$ cat config.mk
export PLATFORM = sky130hd
export DESIGN_NAME = rp_bringup_seq
export DESIGN_NICKNAME = d
export VERILOG_FILES = /design/src/rtl/rp_seq_pkg.sv /design/src/rtl/rp_phase_timer.sv /design/src/rtl/rp_link_poller.sv /design/src/rtl/rp_bringup_seq.sv
export SDC_FILE = /design/constraint.sdc
export NUM_CORES = 1
export LEC_CHECK = 0
export CAP_MARGIN = 30
export CORE_MARGIN = 4
export CORE_UTILIZATION = 30
export CTS_CLUSTER_SIZE = 12
export DETAILED_ROUTE_END_ITERATION = 10
export DONT_BUFFER_PORTS = 1
export GPL_ROUTABILITY_DRIVEN = 0
export PLACE_DENSITY = 0.43
export SYNTH_ARGS = -nofsm -noshare
export SYNTH_HDL_FRONTEND = slang
export SYNTH_SLANG_ARGS = --single-unit
$ cat constraint.sdc
create_clock -name clk -period 3.5 [get_ports clk]
set_input_delay 0.7 -clock clk [delete_from_list [all_inputs] [get_ports clk]]
set_output_delay 0.7 -clock clk [all_outputs]
set_load 0.01 [all_outputs]
$ cat src/rtl/rp_seq_pkg.sv
package rp_seq_pkg;

    typedef enum logic [3:0] {
        ST_DEV_HOLD   = 4'd0,
        ST_CLK_ON     = 4'd1,
        ST_CTRL_REL_A = 4'd2,
        ST_CTRL_HOLD  = 4'd3,
        ST_CTRL_REL_B = 4'd4,
        ST_SETTLE     = 4'd5,
        ST_POLL       = 4'd6,
        ST_GAP        = 4'd7,
        ST_FINISH     = 4'd8
    } seq_state_e;

    localparam int unsigned NUM_PORTS = 2;
    localparam int unsigned NUM_CTRL  = 3;

endpackage

$ cat src/rtl/rp_phase_timer.sv
module rp_phase_timer #(
    parameter int unsigned CW = 8
) (
    input  logic          clk,
    input  logic          rst_n,
    input  logic          run,
    input  logic          clr,
    input  logic [CW-1:0] limit,
    output logic          hit
);

    logic [CW-1:0] cnt_q;

    always_ff @(posedge clk or negedge rst_n) begin
        if (!rst_n) begin
            cnt_q <= '0;
        end else if (clr) begin
            cnt_q <= '0;
        end else if (run) begin
            cnt_q <= cnt_q + 1'b1;
        end
    end

    assign hit = (cnt_q == (limit - 1'b1));

    // the count never passes the limit of a running phase
    assert_cnt_in_range_R5: assert property (@(posedge clk) disable iff (!rst_n)
        (run && !clr && limit != '0) |-> (cnt_q < limit));

endmodule

$ cat src/rtl/rp_link_poller.sv
module rp_link_poller #(
    parameter int unsigned PORT1_EN = 1,
    parameter int unsigned POLL_MAX = 20
) (
    input  logic       clk,
    input  logic       rst_n,
    input  logic       sample,
    input  logic [1:0] link_raw,
    output logic [1:0] link_q,
    output logic [1:0] phy_off_mask,
    output logic       all_up,
    output logic       last_poll
);

    localparam int unsigned PW = $clog2(POLL_MAX + 1);

    logic [1:0]    req_mask;
    logic [1:0]    link_masked;
    logic [PW-1:0] poll_cnt_q;

    generate
        if (PORT1_EN != 0) begin : g_two_ports
            assign req_mask = 2'b11;
        end else begin : g_one_port
            assign req_mask = 2'b01;
            assert_port1_quiet_R9: assert property (@(posedge clk) disable iff (!rst_n)
                (link_q[1] == 1'b0) && (phy_off_mask[1] == 1'b0));
        end
    endgenerate

    assign link_masked  = link_raw & req_mask;
    assign all_up       = (link_masked == req_mask);
    assign last_poll    = (poll_cnt_q == PW'(POLL_MAX - 1));
    assign phy_off_mask = req_mask & ~link_q;

    always_ff @(posedge clk or negedge rst_n) begin
        if (!rst_n) begin
            link_q     <= 2'b00;
            poll_cnt_q <= '0;
        end else if (sample) begin
            link_q     <= link_masked;
            poll_cnt_q <= poll_cnt_q + 1'b1;
        end
    end

    assert_poll_bound_R5: assert property (@(posedge clk) disable iff (!rst_n)
        poll_cnt_q <= PW'(POLL_MAX));

endmodule

$ cat src/rtl/rp_bringup_seq.sv
module rp_bringup_seq
    import rp_seq_pkg::*;
#(
    parameter int unsigned T_DEV_LOW   = 100000,
    parameter int unsigned T_CLK_ON    = 100000,
    parameter int unsigned T_REL_A     = 100000,
    parameter int unsigned T_CTRL_HOLD = 10000000,
    parameter int unsigned T_REL_B     = 1000000,
    parameter int unsigned T_SETTLE    = 25000000,
    parameter int unsigned T_GAP       = 2000000,
    parameter int unsigned POLL_MAX    = 20,
    parameter int unsigned PORT1_EN    = 1
) (
    input  logic       clk,
    input  logic       rst_n,
    input  logic [2:0] link_sts_i,
    output logic [1:0] dev_rst_n_o,
    output logic       port1_clk_en_o,
    output logic [2:0] ctrl_rst_o,
    output logic [1:0] phy_off_o,
    output logic [1:0] link_up_o,
    output logic       host_en_o,
    output logic       done_o
);

    localparam int unsigned M1 = (T_DEV_LOW > T_CLK_ON) ? T_DEV_LOW : T_CLK_ON;
    localparam int unsigned M2 = (T_REL_A > T_CTRL_HOLD) ? T_REL_A : T_CTRL_HOLD;
    localparam int unsigned M3 = (T_REL_B > T_SETTLE) ? T_REL_B : T_SETTLE;
    localparam int unsigned M4 = (M1 > M2) ? M1 : M2;
    localparam int unsigned M5 = (M3 > T_GAP) ? M3 : T_GAP;
    localparam int unsigned T_MAX = (M4 > M5) ? M4 : M5;
    localparam int unsigned CW = $clog2(T_MAX + 1);

    seq_state_e    state_q, state_d;
    logic [CW-1:0] phase_limit;
    logic          phase_hit;
    logic          timer_run;
    logic          timer_clr;
    logic          poll_sample;
    logic [1:0]    link_q;
    logic [1:0]    phy_mask;
    logic          all_up;
    logic          last_poll;
    logic          unused_sts_bit0;

    assign unused_sts_bit0 = link_sts_i[0];

    // phase length selection
    always_comb begin
        unique case (state_q)
            ST_DEV_HOLD:   phase_limit = CW'(T_DEV_LOW);
            ST_CLK_ON:     phase_limit = CW'(T_CLK_ON);
            ST_CTRL_REL_A: phase_limit = CW'(T_REL_A);
            ST_CTRL_HOLD:  phase_limit = CW'(T_CTRL_HOLD);
            ST_CTRL_REL_B: phase_limit = CW'(T_REL_B);
            ST_SETTLE:     phase_limit = CW'(T_SETTLE);
            ST_POLL:       phase_limit = CW'(1);
            ST_GAP:        phase_limit = CW'(T_GAP);
            ST_FINISH:     phase_limit = CW'(1);
            default:       phase_limit = CW'(1);
        endcase
    end

    assign timer_run   = (state_q != ST_FINISH);
    assign timer_clr   = (state_d != state_q);
    assign poll_sample = (state_q == ST_POLL);

    rp_phase_timer #(
        .CW (CW)
    ) timer_i (
        .clk   (clk),
        .rst_n (rst_n),
        .run   (timer_run),
        .clr   (timer_clr),
        .limit (phase_limit),
        .hit   (phase_hit)
    );

    rp_link_poller #(
        .PORT1_EN (PORT1_EN),
        .POLL_MAX (POLL_MAX)
    ) poller_i (
        .clk          (clk),
        .rst_n        (rst_n),
        .sample       (poll_sample),
        .link_raw     (link_sts_i[2:1]),
        .link_q       (link_q),
        .phy_off_mask (phy_mask),
        .all_up       (all_up),
        .last_poll    (last_poll)
    );

    // next-state logic
    always_comb begin
        state_d = state_q;
        unique case (state_q)
            ST_DEV_HOLD:   if (phase_hit) state_d = ST_CLK_ON;
            ST_CLK_ON:     if (phase_hit) state_d = ST_CTRL_REL_A;
            ST_CTRL_REL_A: if (phase_hit) state_d = ST_CTRL_HOLD;
            ST_CTRL_HOLD:  if (phase_hit) state_d = ST_CTRL_REL_B;
            ST_CTRL_REL_B: if (phase_hit) state_d = ST_SETTLE;
            ST_SETTLE:     if (phase_hit) state_d = ST_POLL;
            ST_POLL:       state_d = (all_up || last_poll) ? ST_FINISH : ST_GAP;
            ST_GAP:        if (phase_hit) state_d = ST_POLL;
            ST_FINISH:     state_d = ST_FINISH;
            default:       state_d = ST_DEV_HOLD;
        endcase
    end

    // state register
    always_ff @(posedge clk or negedge rst_n) begin
        if (!rst_n) begin
            state_q <= ST_DEV_HOLD;
        end else begin
            state_q <= state_d;
        end
    end

    // output decode
    always_comb begin
        dev_rst_n_o    = 2'b11;
        port1_clk_en_o = 1'b1;
        ctrl_rst_o     = 3'b000;
        phy_off_o      = 2'b00;
        link_up_o      = 2'b00;
        host_en_o      = 1'b0;
        done_o         = 1'b0;
        unique case (state_q)
            ST_DEV_HOLD: begin
                dev_rst_n_o    = 2'b00;
                port1_clk_en_o = 1'b0;
                ctrl_rst_o     = 3'b111;
            end
            ST_CLK_ON: begin
                dev_rst_n_o = 2'b00;
                ctrl_rst_o  = 3'b111;
            end
            ST_CTRL_REL_A, ST_CTRL_REL_B: begin
                dev_rst_n_o = 2'b00;
            end
            ST_CTRL_HOLD: begin
                dev_rst_n_o = 2'b00;
                ctrl_rst_o  = 3'b111;
            end
            ST_SETTLE, ST_POLL, ST_GAP: begin
            end
            ST_FINISH: begin
                phy_off_o = phy_mask;
                link_up_o = link_q;
                host_en_o = (link_q != 2'b00);
                done_o    = 1'b1;
            end
            default: begin
                dev_rst_n_o = 2'b00;
                ctrl_rst_o  = 3'b111;
            end
        endcase
    end

    assert_ctrl_together_R3: assert property (@(posedge clk) disable iff (!rst_n)
        ($countones(ctrl_rst_o) == 0) || ($countones(ctrl_rst_o) == 3));

    assert_clk_before_release_R2: assert property (@(posedge clk) disable iff (!rst_n)
        (ctrl_rst_o == 3'b000) |-> port1_clk_en_o);

    assert_dev_after_ctrl_R4: assert property (@(posedge clk) disable iff (!rst_n)
        (dev_rst_n_o != 2'b00) |-> (ctrl_rst_o == 3'b000));

    assert_sample_released_R4: assert property (@(posedge clk) disable iff (!rst_n)
        poll_sample |-> (dev_rst_n_o == 2'b11));

    assert_early_stop_R6: assert property (@(posedge clk) disable iff (!rst_n)
        (poll_sample && all_up) |=> done_o);

    assert_done_sticky_R10: assert property (@(posedge clk) disable iff (!rst_n)
        done_o |=> done_o);

    assert_final_frozen_R10: assert property (@(posedge clk) disable iff (!rst_n)
        done_o |=> ($stable(link_up_o) && $stable(phy_off_o) && $stable(host_en_o)));

    assert_phy_only_dead_R8: assert property (@(posedge clk) disable iff (!rst_n)
        (phy_off_o & link_up_o) == 2'b00);

    assert_phy_at_done_R8: assert property (@(posedge clk) disable iff (!rst_n)
        (phy_off_o != 2'b00) |-> done_o);

    assert_host_needs_link_R9: assert property (@(posedge clk) disable iff (!rst_n)
        host_en_o |-> (done_o && link_up_o != 2'b00));

endmodule

==> metrics.md, run 1 <==
| Metric | Value |
|---|---|
| Largest net degree at the start of global routing | 37 |
| Worst-case clock buffer depth | 2 |
| Port bufs | 0 |
| Post-DP HPWL | about 5.7 mm |
| Status | finished, violations left |
| Via count | between 2k and 3k |
| Synthesis-to-finish area growth | 17.0% |
| Synthesized area | between 0.002 and 0.003 mm² |
| Final hold violation count | 0 |
| Slowest-stage cell, CP | dfrtp_1 |
| MaxCap Viol Count | 0 |
| Final nets | 372 |
| Synth cell count leaders | dfrtp_1, nand2_1, xnor2_1 |
| Worst skew pair latency | roughly 300 ps |
| Worst Path Arrival | 3740 ps |
| Lkg Pwr | 1.36 nW |
| Core ar. | just over 0.009 mm² |
| TritonCTS sink count | 36 |
| Distinct cells, synth | 65 |
| Die X | 107 µm |
| FILL cells | between 900 and 1k |
| Hold WS | 84.7 ps |
| Reg2reg end | timer_i.cnt_q[4]$_DFFE_PN0P_ |
| Post-CTS Hold Fix Bufs | 0 |
| CP Max Fanout | 21 |
| Endpoints failing setup | 21 |
| Peak supply drop | around 0.12 mV |
| GRT Residual Overflow | 0 |
| Unrepaired setup endpoints after global routing | true |
| Mux cell area share after synthesis | 1.42% |
| Async S/R FF share, synth | 100% |
| Reg2Reg Setup Slack | -70 ps |
| Post-synthesis simple-gate area fraction | 29.5% |
| CP max stage delay | 430 ps |
| Vias/cell | slightly above 5 |
| EDFF count, synth | 0 |
| Yosys warnings | 0 |
| I/O pin cnt | 17 |
| DIE AREA | 0.0114 mm² |
| Mapped Nets | 350 |
| Most used DFF post-synth | dfrtp_1 |
| Synth Area in XOR/XNOR | 11.1% |
| Initial antenna violation count | 0 |
| TritonRoute pass-1 iters | 4 |
| Buf/Inv on CP | 1 |
| Initial Util | 31.2% |
| Crit end category | register |
| CTS Buf Count | 5 |
| Clk slew on worst S/H paths | approximately 90 ps |
| Pwr per Cell Area | 234 mW/mm² |
| Post-synthesis compound-gate area fraction | approximately 15% |
| F_max | 280 MHz |
| Largest area contributor in the netlist | dfrtp_1 |
| WL final | 7.76 mm |
| Antenna Violating Nets Remaining | 0 |
| PnR worst setup slack | -70.9 ps |
| Reg-to-Reg Start | state_q[0]$_DFF_PN0_ |
| Root Driver | clkbuf_8 |
| CP top delay family | simple AND/OR/NAND/NOR gates |
| Layout Cells excl Fill | 488 |
| Total track usage | 14.2% |
| Worst R2R Path Depth | 12 |
| DRC | 0 |
| WL/cell | 15.9 µm |
| ANT cells | 0 |
| Min-Delay Path Class | in -> async |
| Placed instance count | 477 |
| Fin. max-slew vios | 0 |
| Critical Path Start Type | register |
| Die height | 107 µm |
| Synth top area cells | dfrtp_1, xnor2_1, nor3_1, nand2_1, ha_1 |
| Syn avg cell area | between 8 and 9 µm² |
| Detailed Route Iter0 Violations | 177 |
| WS Path Type | reg -> reg |
| Yosys top cell area share | 30.9% |
| Cells after Synth | approximately 340 |
| Worst Tran Pin Value | 661 ps |
| Row cnt | 35 |
| Share of cells above drive strength 1 | 21.7% |
| Sequential fraction of the synthesis area | between 30% and 40% |
| CP required | 3670 ps |
| Vias in the first global route | 2528 |
| Violated checks | negative setup slack |
| First-pass GRT wire length | 13.0 mm |
| Slew margin rel. | 55.4% |
| Seq cells post-synth | 36 |
| Fin Clk Skew | 18.2 ps |
| Most frequent cell after synthesis | dfrtp_1 |
| TritonCTS clock tree | yes |
| H-tree depth | 2 |
| Post-Synth Adder-Cell Area | 3.86% |
| Worst path cell trace | ha_2 -> or3_4 -> ha_4 -> xnor2_1 -> or3_1 -> a221o_1 -> or4_4 -> nor4_4 -> a41oi_2 -> o22ai_4 -> buf_12 -> nor3_1 |
| Min cycle time layout | 3570 ps |
| Main combinational cell family by area after synthesis | simple AND/OR/NAND/NOR gates |
| Final period util | 102% |
state kept, by name, indices dropped and copies added, names as in the netlist:
| name | count |
|---|---|
| poller_i.link_q | 2 |
| poller_i.poll_cnt_q | 5 |
| timer_i.cnt_q | 25 |
| state_q | 4 |
worst max-delay path by stage:
stage / cells past startpoint / endpoint / start
2_1_floorplan: 14 / timer_i.cnt_q[0]$_DFFE_PN0P_ / state_q[3]$_DFF_PN0_
3_3_place_gp: 13 / timer_i.cnt_q[5]$_DFFE_PN0P_ / state_q[1]$_DFF_PN0_
3_5_place_dp: 12 / timer_i.cnt_q[4]$_DFFE_PN0P_ / state_q[0]$_DFF_PN0_
4_1_cts: 12 / timer_i.cnt_q[4]$_DFFE_PN0P_ / state_q[1]$_DFF_PN0_
5_1_grt: 12 / timer_i.cnt_q[4]$_DFFE_PN0P_ / state_q[0]$_DFF_PN0_
6_report: 12 / timer_i.cnt_q[4]$_DFFE_PN0P_ / state_q[0]$_DFF_PN0_
per-layer routing:
metal  global-route usage (%)  part of all wire (%)  vias up
li1                         -                     -     1247
met1                     19.8                    50     1220
met2                     23.3                    46       36
met3                     2.49                   3.7        4
met4                     2.83                  0.59        0
met5                        0                     0        -
kinds of logic (layout without fill, tap and decap cells):
logic type,count (synthesis),after routing
muxes,4,4
and+or+nand+nor,156,156
DFF,36,36
xor gates and xnor gates,37,37
AOI/OAI and AO/OA,60,60
buffers and inverters,34,57
adders and majority gates,9,9
placed cells by master (no fill, tap or decap), drive strengths merged, types with 10 or more instances in the layout:
master | Yosys | final
buf | 18 | 39
dfrtp | 36 | 36
inv | 10 | 10
nand2 | 31 | 31
nand3 | 12 | 12
nor2 | 22 | 22
nor3 | 24 | 24
nor3b | 12 | 12
o21ai | 16 | 16
xnor2 | 27 | 27
xor2 | 10 | 10
what timing repair did:
item,CTS,global route
endpoints found under the setup margin,27,28
resized for setup,10,6
setup buffers,2,1
hold endpoints to repair,0,0
pin swaps,2,1
metrics by stage:
stage               setup TNS [ps]  util (%)  instance area, µm²  power [mW]  setup WS, ps
detailed placement           -4100      34.3                3200       0.425          -176
global route                 -4540      36.6                3410       0.831          -214
floorplan                    -1250         -                2940       0.425         -64.2
finish                       -1100      36.6                3410       0.798         -70.9
CTS                          -1390      36.2                3380       0.815         -80.5
global placement             -4310      34.3                3200       0.425          -183
layout make-up:
| type | count | area (µm²) | share of cell area, % |
|---|---|---|---|
| multi-input cells | 266 | 1870 | 54.9 |
| repair buffers | 39 | 325 | 9.54 |
| well taps | 129 | 161 | 4.73 |
| clock buffers | 5 | 68.8 | 2.02 |
| clock inverters | 3 | 42.5 | 1.25 |
| inverters | 10 | 37.5 | 1.10 |
| flip-flops and latches | 36 | 902 | 26.5 |
where the power goes:
| group | leakage (nW) | switching [mW] | internal (mW) | total [mW] |
|---|---|---|---|---|
| Clock | 0.0541 | 0.170 | 0.211 | 0.381 |
| Sequential | 0.481 | 0 | 0.416 | 0.416 |
| Combinational | 0.821 | 0.000774 | 0.000280 | 0.00106 |
No activity file was read; power rests on OpenSTA's default activity.
==> run 2, diff against run 1 <==
--- a/config.mk
+++ b/config.mk
@@ -12,7 +12,7 @@
 export DETAILED_ROUTE_END_ITERATION = 10
 export DONT_BUFFER_PORTS = 1
 export GPL_ROUTABILITY_DRIVEN = 0
-export PLACE_DENSITY = 0.43
+export PLACE_DENSITY = 0.42
 export SYNTH_ARGS = -nofsm -noshare
 export SYNTH_HDL_FRONTEND = slang
 export SYNTH_SLANG_ARGS = --single-unit
==> constraint.sdc (replaced) <==
create_clock -name clk -period 3.7 [get_ports clk]
set_input_delay 0.74 -clock clk [delete_from_list [all_inputs] [get_ports clk]]
set_output_delay 0.74 -clock clk [all_outputs]
set_load 0.01 [all_outputs]
==> run 2 against run 1 <==
  * The run now ends clean
  * Core utilization rose by 1.2 points
  * Clock power shrank 3%
  * Setup slack better by 120 ps
  * Sequential share of layout area shrank 0.85 points
  * Critical path depth grew 2
==> metrics.md, run 2 (synthesis gave the netlist of run 1 again) <==
| Metric | Value |
|---|---|
| Largest register by flop count | timer_i.cnt_q |
| Detailed Route Iter0 Violations | 174 (-1.7%) |
| Worst Path Arrival | 3840 ps (+100 ps) |
| Slowest-stage cell, CP | dfrtp_2 |
| CP top delay family | simple AND/OR/NAND/NOR gates |
| DRC | 0 (unchanged) |
| Min cycle time layout | 3650 ps (+79.9 ps) |
| Final hold violation count | 0 (unchanged) |
| Fin Clk Skew | 14.3 ps (-3.92 ps) |
| Dpl cell area | 0.00314 mm² (-1.8%) |
| CP required | 3890 ps (+220 ps) |
| CTS Buf Count | 5 (unchanged) |
| Most used cell, CP | ha_4 |
| Die X | 107 µm (unchanged) |
| Core ar. | 0.00933 mm² (unchanged) |
| Post-DP HPWL | 5.60 mm (-2.0%) |
| Unrepaired setup endpoints after global routing | true |
| Layout Cells excl Fill | 487 (-0.20%) |
| Worst skew pair latency | 290 ps (about the same) |
| Comb pwr share | 0.1% (about the same) |
| Port bufs | 0 (unchanged) |
| Via count | 2517 (+0.40%) |
| TritonRoute pass-1 iters | 4 (unchanged) |
| Reg-to-Reg Start | state_q[0]$_DFF_PN0_ |
| Final nets | 371 (-0.27%) |
| Pwr per Cell Area | 217 mW/mm² (-7.3%) |
| Critical Path Start Type | register |
| Worst Setup SP | state_q[0]$_DFF_PN0_ |
| H-tree depth | 2 (unchanged) |
| Total track usage | 15.0% (+0.81 points) |
| Final period util | 98.7% (-3.4 points) |
| CP max stage delay | 460 ps (+30 ps) |
| CP Max Fanout | 6 (-71%) |
| GRT Residual Overflow | 0 (unchanged) |
| Lkg Pwr | 1.36 nW (+0.42%) |
| Endpoints failing setup | 0 (-100%) |
| Peak supply drop | 0.114 mV (-8.9%) |
| Initial Util | 31.2% (unchanged) |
| F_max | 274 MHz (-2.2%) |
| Vias in the first global route | 2470 (-2.3%) |
| Share of cells above drive strength 1 | 22.3% (+0.62 points) |
| Crit end category | register |
| Clk slew on worst S/H paths | 90 ps (about the same) |
| I/O pin cnt | 17 (unchanged) |
| WS Path Type | reg -> reg |
| Worst path cell trace | ha_4 -> or3_4 -> ha_4 -> xnor2_1 -> or3_1 -> a221o_1 -> or4_4 -> nor4_4 -> buf_4 -> a41oi_4 -> o22ai_4 -> buf_12 -> clkbuf_16 -> nor3_1 |
| WL final | 8.25 mm (+6.2%) |
| Placed instance count | 472 (-1.0%) |
| DIE AREA | 0.0114 mm² (unchanged) |
| Largest registers | timer_i.cnt_q: 25 flops, poller_i.poll_cnt_q: 5 flops, state_q: 4 flops |
| Max FFs per register | 25 (unchanged) |
| Share of power burned in registers | 51.5% (-0.6 points) |
| Buf/Inv on CP | 3 (+2) |
| Synthesis-to-finish area growth | 20.9% |
| WL/cell | 16.9 µm (+6.4%) |
| Initial antenna violation count | 0 (unchanged) |
| Sw Pwr | 0.167 mW (-1.8%) |
| Die height | 107 µm (unchanged) |
| First-pass GRT wire length | 13.4 mm (+3.4%) |
| Root Driver | clkbuf_8 |
| Switching share of power | 21.9% (+0.53 points) |
| Worst-case clock buffer depth | 2 (unchanged) |
| Largest net degree at the start of global routing | 37 (unchanged) |
| Clock share of power | 48.4% (+0.6 points) |
| ANT cells | 0 (unchanged) |
| Most common cell after layout, fill and taps aside | dfrtp_1 |
| Worst Tran Pin Value | 653 ps (-8.28 ps) |
| Slew margin rel. | 56.0% (+0.56 points) |
| Commonest cells after routing, fill and taps aside | dfrtp_1, nand2_1, buf_4 |
| Status | finished, final reports clean |
| TritonCTS sink count | 36 (unchanged) |
| Fin area | 0.00352 mm² (+3.3%) |
| Vias/cell | 5.17 (+0.61%) |
| Antenna Violating Nets Remaining | 0 (unchanged) |
| Power Total | 0.764 mW (-4.2%) |
| TritonCTS clock tree | yes |
| P_int | 0.597 mW (-4.8%) |
| Min-Delay Path Class | in -> async |
| Reg2Reg Setup Slack | 50 ps (+120 ps) |
| Fin. max-slew vios | 0 (unchanged) |
| Row cnt | 35 (unchanged) |
| MaxCap Viol Count | 0 (unchanged) |
[run 2: changes by cell type in the layout (fill, tap and decap cells not counted), sizes merged]
| cell | before | now |
|---|---|---|
| inv | 10 | 11 |
| buf | 39 | 36 |
| clkinv | 1 | 0 |
| clkbuf | 5 | 7 |
[run 2: area by class of cell]
type / count / area [µm²]
Tap cell: 129 / 161
Clock inverter: 3 / 46.3
Multi-Input combinational cell: 266 / 1910
Sequential cell: 36 / 902
Timing Repair Buffer: 38 / 398
Inverter: 10 / 37.5
Fill cell: 952 / 5810
Clock buffer: 5 / 68.8
[run 2: worst paths after layout]
| path | cells after the start | endpoint |
|---|---|---|
| setup / recovery | 14 | timer_i.cnt_q[6]$_DFFE_PN0P_ |
| hold / removal | 0 | state_q[0]$_DFF_PN0_ |
| setup reg to reg | 14 | timer_i.cnt_q[6]$_DFFE_PN0P_ |
| hold reg to reg | 1 | poller_i.poll_cnt_q[4]$_DFFE_PN0P_ |
| max in group asynchronous | 0 | timer_i.cnt_q[8]$_DFFE_PN0P_ |
| min in group clk | 1 | poller_i.poll_cnt_q[4]$_DFFE_PN0P_ |
[run 2: per-stage QoR]
step                hold WS [ps]  worst slack (ps)  setup TNS (ps)  util, %
floorplan                    444              53.2               0        -
global placement             446             -46.8           -1010     33.7
detailed placement           446             -76.1           -1670     33.7
CTS                          116              3.53               0     36.4
global route                 104             -34.1            -394     37.8
finish                       125              49.2               0     37.8
[run 2: repair_timing]
action                     4_1_cts  5_1_grt
setup endpoints to repair       25       28
gates cloned                     2        2
buffers inserted                 2        1
hold buffers                     0        0
pin swaps                        3        5
resized for setup               11       15
[run 2: power by group through the flow]
stage	clock, mW	sequential, mW	combinational, mW
2_1_floorplan	0	0.401	0.000668
3_3_place_gp	0	0.401	0.000984
3_5_place_dp	0	0.401	0.000946
4_1_cts	0.385	0.393	0.000958
5_1_grt	0.402	0.393	0.00102
6_report	0.370	0.393	0.00102
[run 2: per-layer routing]
metal  vias to the layer above  routed length (µm)  share of wire, %  GRT usage [%]
li1                       1242                   -                 -              -
met1                      1229                4110                50           21.6
met2                        38                3780                46           23.4
met3                         8                 230               2.8           2.67
met4                         0                 130               1.6           3.56
met5                         -                   0                 0              0
